$ cat config.mk
export PLATFORM = sky130hd
export DESIGN_NAME = tx3l_pulse_seq
export DESIGN_NICKNAME = d
export VERILOG_FILES = /design/src/rtl/tx3l_pkg.sv /design/src/rtl/tx3l_delay_ctr.sv /design/src/rtl/tx3l_phase_seq.sv /design/src/rtl/tx3l_bridge_dec.sv /design/src/rtl/tx3l_pulse_seq.sv
export SDC_FILE = /design/constraint.sdc
export NUM_CORES = 1
export LEC_CHECK = 0
export BUFFER_PORTS_ARGS = -buffer_cell sky130_fd_sc_hd__buf_2
export CORE_MARGIN = 2
export CORE_UTILIZATION = 59
export DETAILED_ROUTE_END_ITERATION = 7
export PLACE_DENSITY_LB_ADDON = 0.1
export SLEW_MARGIN = 40
export SYNTH_ARGS = -nofsm -noshare
export SYNTH_HDL_FRONTEND = slang
export SYNTH_SLANG_ARGS = --single-unit
$ cat constraint.sdc
create_clock -name clk -period 3.55 [get_ports clk]
set_input_delay 0.5325 -clock clk [delete_from_list [all_inputs] [get_ports clk]]
set_output_delay 0.5325 -clock clk [all_outputs]
set_load 0.05 [all_outputs]
$ cat src/rtl/tx3l_pkg.sv
package tx3l_pkg;

  typedef enum logic [1:0] {
    DRV_OFF   = 2'b00,
    DRV_NEG   = 2'b01,
    DRV_POS   = 2'b10,
    DRV_SHORT = 2'b11
  } drive_t;

  // Map a step inside one pulse period to a drive state.
  // Phases: 0 positive, 1 share, 2 negative, 3 share.
  // The first clock of a share phase is the all-off guard.
  function automatic drive_t tx3l_drive_of(input int step, input int ph_clks);
    int phase;
    int sub;
    phase = step / ph_clks;
    sub   = step % ph_clks;
    case (phase)
      0:       tx3l_drive_of = DRV_POS;
      2:       tx3l_drive_of = DRV_NEG;
      default: tx3l_drive_of = (sub == 0) ? DRV_OFF : DRV_SHORT;
    endcase
  endfunction

  // Bridge device selection from the two phase inputs.
  // bit0 P-high, bit1 P-low, bit2 N-high, bit3 N-low, bits7:4 middle shorts.
  function automatic logic [7:0] tx3l_bridge(input logic p1, input logic p2);
    case ({p1, p2})
      2'b10:   tx3l_bridge = 8'h09;
      2'b01:   tx3l_bridge = 8'h06;
      2'b11:   tx3l_bridge = 8'hF0;
      default: tx3l_bridge = 8'h00;
    endcase
  endfunction

endpackage

$ cat src/rtl/tx3l_delay_ctr.sv
module tx3l_delay_ctr #(
  parameter int DLY_W = 10
) (
  input  logic             clk,
  input  logic             rst_n,
  input  logic             load,
  input  logic [DLY_W-1:0] load_val,
  output logic             armed,
  output logic             go
);

  logic [DLY_W-1:0] cnt_q;

  assign go = armed && (cnt_q == '0);

  always_ff @(posedge clk or negedge rst_n) begin
    if (!rst_n) begin
      armed <= 1'b0;
      cnt_q <= '0;
    end else if (load) begin
      armed <= 1'b1;
      cnt_q <= load_val;
    end else if (go) begin
      armed <= 1'b0;
    end else if (armed) begin
      cnt_q <= cnt_q - DLY_W'(1);
    end
  end

  // while waiting, the count steps down by exactly one each clock
  assert_count_down_R2: assert property (@(posedge clk) disable iff (!rst_n)
    (armed && !go && !load) |=> (cnt_q == $past(cnt_q) - DLY_W'(1)));

endmodule

$ cat src/rtl/tx3l_phase_seq.sv
module tx3l_phase_seq
  import tx3l_pkg::*;
#(
  parameter int LEN_W   = 6,
  parameter int PH_CLKS = 2
) (
  input  logic             clk,
  input  logic             rst_n,
  input  logic             load,
  input  logic [LEN_W-1:0] load_len,
  input  logic             start,
  output logic             active,
  output drive_t           drive,
  output logic             last_step
);

  localparam int PERIOD = 4 * PH_CLKS;
  localparam int STEP_W = $clog2(PERIOD);

  logic [STEP_W-1:0] step_q;
  logic [LEN_W-1:0]  len_q;
  logic [LEN_W-1:0]  left_q;
  logic              period_end;

  assign period_end = (int'(step_q) == PERIOD - 1);
  assign last_step  = active && period_end && (left_q == '0);
  assign drive      = active ? tx3l_drive_of(int'(step_q), PH_CLKS) : DRV_OFF;

  always_ff @(posedge clk or negedge rst_n) begin
    if (!rst_n) begin
      active <= 1'b0;
      step_q <= '0;
      len_q  <= '0;
      left_q <= '0;
    end else begin
      if (load) len_q <= load_len;
      if (start) begin
        active <= 1'b1;
        step_q <= '0;
        left_q <= len_q - LEN_W'(1);
      end else if (active) begin
        if (period_end) begin
          step_q <= '0;
          if (left_q == '0) active <= 1'b0;
          else              left_q <= left_q - LEN_W'(1);
        end else begin
          step_q <= step_q + STEP_W'(1);
        end
      end
    end
  end

  // a drive step is never followed straight by a short step
  assert_guard_before_short_R6: assert property (@(posedge clk) disable iff (!rst_n)
    (drive == DRV_POS || drive == DRV_NEG) |=> (drive != DRV_SHORT));

  // a burst always ends from a short step
  assert_ends_on_short_R9: assert property (@(posedge clk) disable iff (!rst_n)
    $fell(active) |-> ($past(drive) == DRV_SHORT));

  // the remaining-period count never exceeds the captured length
  assert_left_bound_R8: assert property (@(posedge clk) disable iff (!rst_n)
    active |-> (left_q < len_q));

endmodule

$ cat src/rtl/tx3l_bridge_dec.sv
module tx3l_bridge_dec
  import tx3l_pkg::*;
(
  input  logic       clk,
  input  logic       rst_n,
  input  logic       p1,
  input  logic       p2,
  output logic [7:0] cont
);

  assign cont = tx3l_bridge(p1, p2);

  // high and low devices of a leg never conduct together
  assert_leg_excl_R5: assert property (@(posedge clk) disable iff (!rst_n)
    !(cont[0] && cont[1]) && !(cont[2] && cont[3]));

  // no drive device is on together with a shorting device
  assert_drive_vs_short_R5: assert property (@(posedge clk) disable iff (!rst_n)
    (|cont[3:0]) |-> (cont[7:4] == 4'h0));

endmodule

$ cat src/rtl/tx3l_pulse_seq.sv
module tx3l_pulse_seq
  import tx3l_pkg::*;
#(
  parameter int DLY_W   = 10,
  parameter int LEN_W   = 6,
  parameter int PH_CLKS = 2
) (
  input  logic             clk,
  input  logic             rst_n,
  input  logic             fire,
  input  logic [DLY_W-1:0] tx_delay,
  input  logic [LEN_W-1:0] burst_len,
  output logic             txin1,
  output logic             txin2,
  output logic             tx_en,
  output logic [7:0]       cont,
  output logic             txsw_en
);

  logic   dly_armed;
  logic   dly_go;
  logic   seq_active;
  logic   seq_last;
  logic   busy;
  logic   accept;
  drive_t drive;

  assign busy   = dly_armed || seq_active;
  assign accept = fire && !busy && (burst_len != '0);

  tx3l_delay_ctr #(.DLY_W(DLY_W)) u_dly (
    .clk      (clk),
    .rst_n    (rst_n),
    .load     (accept),
    .load_val (tx_delay),
    .armed    (dly_armed),
    .go       (dly_go)
  );

  tx3l_phase_seq #(.LEN_W(LEN_W), .PH_CLKS(PH_CLKS)) u_seq (
    .clk       (clk),
    .rst_n     (rst_n),
    .load      (accept),
    .load_len  (burst_len),
    .start     (dly_go),
    .active    (seq_active),
    .drive     (drive),
    .last_step (seq_last)
  );

  assign txin1   = drive[1];
  assign txin2   = drive[0];
  assign tx_en   = seq_active;
  assign txsw_en = txin1;

  tx3l_bridge_dec u_dec (
    .clk   (clk),
    .rst_n (rst_n),
    .p1    (txin1),
    .p2    (txin2),
    .cont  (cont)
  );

  // outside the burst frame every drive output is quiet
  assert_quiet_outside_R8: assert property (@(posedge clk) disable iff (!rst_n)
    !tx_en |-> (cont == 8'h00 && !txin1 && !txin2 && !txsw_en));

  // a strobe during a burst never arms a new delay
  assert_fire_ignored_R10: assert property (@(posedge clk) disable iff (!rst_n)
    (tx_en && fire) |=> !dly_armed);

  // a burst only starts out of a completed delay wait
  assert_start_after_wait_R2: assert property (@(posedge clk) disable iff (!rst_n)
    $rose(tx_en) |-> $past(dly_go));

  // the final step event is seen just before the frame drops
  assert_last_step_R9: assert property (@(posedge clk) disable iff (!rst_n)
    seq_last |=> !tx_en);

endmodule

==> results.yml <==
synthesis:
  synth-edff-count: 0
  yosys_most_used_dff: "dfrtp_1"
  ys_top_cells_by_area: "dfrtp_1 (41%), nand2_1 (6.6%), mux2i_1 (4.8%)"
  syn_area_um2: 1652
  async_flop_share: 1.000
  synth_seq_area_share: 0.4091
  postSynthAreaPerCell_um2: 9.279
  synth_cells: 178
  syn_nets: 202
  yosysTopAreaCell: "dfrtp_1"
  ys_types: 50
  synth_seq_cells: 27
  synth_top_area_frac: 0.4091
  yosysWarnings: 0
detailed_routing:
  via_count: 1385
  ant_nets: 0
  drc: 0
  via_per_inst: 5.970
  drt-wirelength-per-cell_um: 14.13
  drt-total-wl_um: 3279
  dr.pass1.iters: 4
  drt_iter0_drc: 100
floorplanning:
  initial_core_util: 0.6094
  die-area_um2: 3239
  ioPinCount: 31
  coreArea_um2: 2710
  die_w_um: 56.91
  die_h_um: 56.91
  num_rows: 19
timing:
  drv_slew: 0
  fmax_mhz: 346.8
  max_slew_margin: 0.5804
  tns_ns: 0
  post-route-period-util: 0.8123
  setup-violations-final: 0
  tightest_slew_ns: 0.6280
  period_minus_slack_ns: 2.884
  holdWs_ns: 0.2011
  rsz0062_at_grt: "no"
  final_hold_viol_count: 0
  finClkSkew_ns: 0.006171
clocking:
  cts_buffers: 3
  clkTransAtPathRegs_ns: 0.14
  clock_path_buffers: 2
  cts_resized: 0
  clock-sinks: 27
  cts_tree: "done"
  root_buffer: "clkbuf_4"
  clock_latency_ns: 0.31
  htree_levels: 1
  hold_buffers: 0
  post_cts_buffers: 0
placed_design:
  gp_congestion: 0.8785
  port_buffers: 30
  dpl.hpwl_um: 2504
critical_path:
  crit_type: "reg -> reg"
  crit_path_start_kind: "register"
  timing.critical_path.to_type: "register"
  r2r-end: "u_seq.left_q[4]$_DFFE_PN0P_"
  cp_data_required_time_ns: 3.73
  worstRegToRegCells: 10
  crit_fanout: 16
  arrival_ns: 3.06
  rrSetupSlack_ns: 0.67
  worstReg2RegStart: "u_dly.cnt_q[0]$_DFFE_PN0P_"
  startpoint: "u_dly.cnt_q[0]$_DFFE_PN0P_"
status:
  status: "finished, final reports clean"
global_route:
  grt_max_degree: 28
  gr-usage-all-layers: 0.2257
  grt_first_pass_wirelength_um: 5733
  grt_pass1_vias: 1307
  grt-ovfl-total: 0
  antenna_found_initial: 0
job:
  drv.max_cap_violation_count: 0
power:
  powerDensity_nw_per_um2: 456.9
  peakVddDrop_v: 0.0003377
  p_leak_nw: 0.8345
layout:
  drive_gt1_frac: 0.2139
  nNetsFinal: 226
  diodes: 0
  syn2layout_area_growth_pct: 8.940
hold_path:
  hp-class: "in -> async"
==> Yosys cell counts, types with 2 or more instances <==
cell	count
buf_4	6
buf_2	2
a22o_1	2
nand3_1	9
o31a_1	2
a31oi_1	4
nand2_1	29
or4_1	2
xnor2_1	3
a21oi_1	3
xor2_1	2
nand2b_1	3
a21o_1	2
nor3_1	6
or3_1	2
dfrtp_1	27
o211ai_1	2
o21ai_1	2
mux2i_1	8
o21ai_0	5
a22oi_1	2
nor2_1	14
a31o_2	3
inv_1	6
ha_1	5
nor3b_1	3
==> flip-flops by register name (all words and copies together), names as in the netlist <==
| name | cells |
|---|---|
| u_seq.step_q | 3 |
| u_seq.active | 1 |
| u_seq.left_q | 6 |
| u_seq.len_q | 6 |
| u_dly.cnt_q | 10 |
| u_dly.armed | 1 |
==> cell families (layout without fill, tap and decap cells) <==
kind of cell,Yosys count,count (layout),synth area share
AND/OR/NAND/NOR,80,80,0.2606
AO/OA/AOI/OAI,36,36,0.1591
flip-flops,27,27,0.4091
buffers and inverters,17,40,0.05833
multiplexers,8,8,0.04849
adder cells (fa/ha/maj),5,5,0.03788
XOR/XNOR,5,5,0.02652
==> layer usage <==
| layer | global-route usage | vias up | wire length (um) |
|---|---|---|---|
| met3 | 0.02765 | 5 | 112 |
| met1 | 0.2891 | 669 | 1443 |
| met2 | 0.4023 | 26 | 1690 |
| met4 | 0.05980 | 0 | 32 |
| met5 | 0 | - | 0 |
| li1 | - | 685 | - |
==> through the flow <==
step	area, um2	setup WS, ns	cells	utilization	power [mW]
after detailed placement	1773	0.6683	228	0.6542	0.6973
after CTS	1799	0.6442	232	0.6639	0.8265
after floorplan	1652	0.3756	178	-	0.6291
after global routing	1799	0.3660	232	0.6639	0.8865
after global placement	1767	0.8182	228	0.6519	0.6810
final	1799	0.6663	232	0.6639	0.8221
==> cells in the final DEF (no fill, tap or decap), drive strengths merged, types with 4 or more instances in the layout <==
master  Yosys  layout
nor2       14      14
clkbuf      1       4
mux2i       8       8
a31oi       4       4
nor3        7       7
inv         6       6
dfrtp      27      27
nand2      29      29
o21ai       7       7
ha          5       5
nor3b       4       4
buf        10      30
nand3       9       9
==> worst max path at each step <==
stage | end | slack [ns]
final | u_seq.left_q[4]$_DFFE_PN0P_ | 0.67
after global routing | u_seq.left_q[4]$_DFFE_PN0P_ | 0.37
after CTS | u_seq.left_q[4]$_DFFE_PN0P_ | 0.64
after detailed placement | u_seq.left_q[4]$_DFFE_PN0P_ | 0.67
after global placement | u_seq.left_q[4]$_DFFE_PN0P_ | 0.82
after floorplan | cont[3] | 0.38
==> critical path: stages, from the launching register on <==
cell and delay, ns:
dfrtp_1 0.44, inv_1 0.10, ha_1 0.18, nor2b_1 0.28, and4_1 0.63, mux2i_1 0.26
ha_1 0.27, nand3_1 0.12, o31a_1 0.27, nor3_1 0.14, a21oi_1 0.07
==> cell type report <==
class / count / area, um2
inverters: 6 / 22.52
well taps: 31 / 38.79
repair buffers: 30 / 150.1
fillers: 238 / 910.9
clock buffers: 4 / 26.28
multi-input cells: 134 / 885.9
flip-flops and latches: 27 / 675.6
==> where the power goes <==
part	switching (mW)	internal, mW	total, mW
clock	0.0828	0.0438	0.127
sequential	0.0869	0.368	0.455
combinational	0.127	0.113	0.240
total	0.297	0.525	0.822
Power figures use the tool's default switching activity.
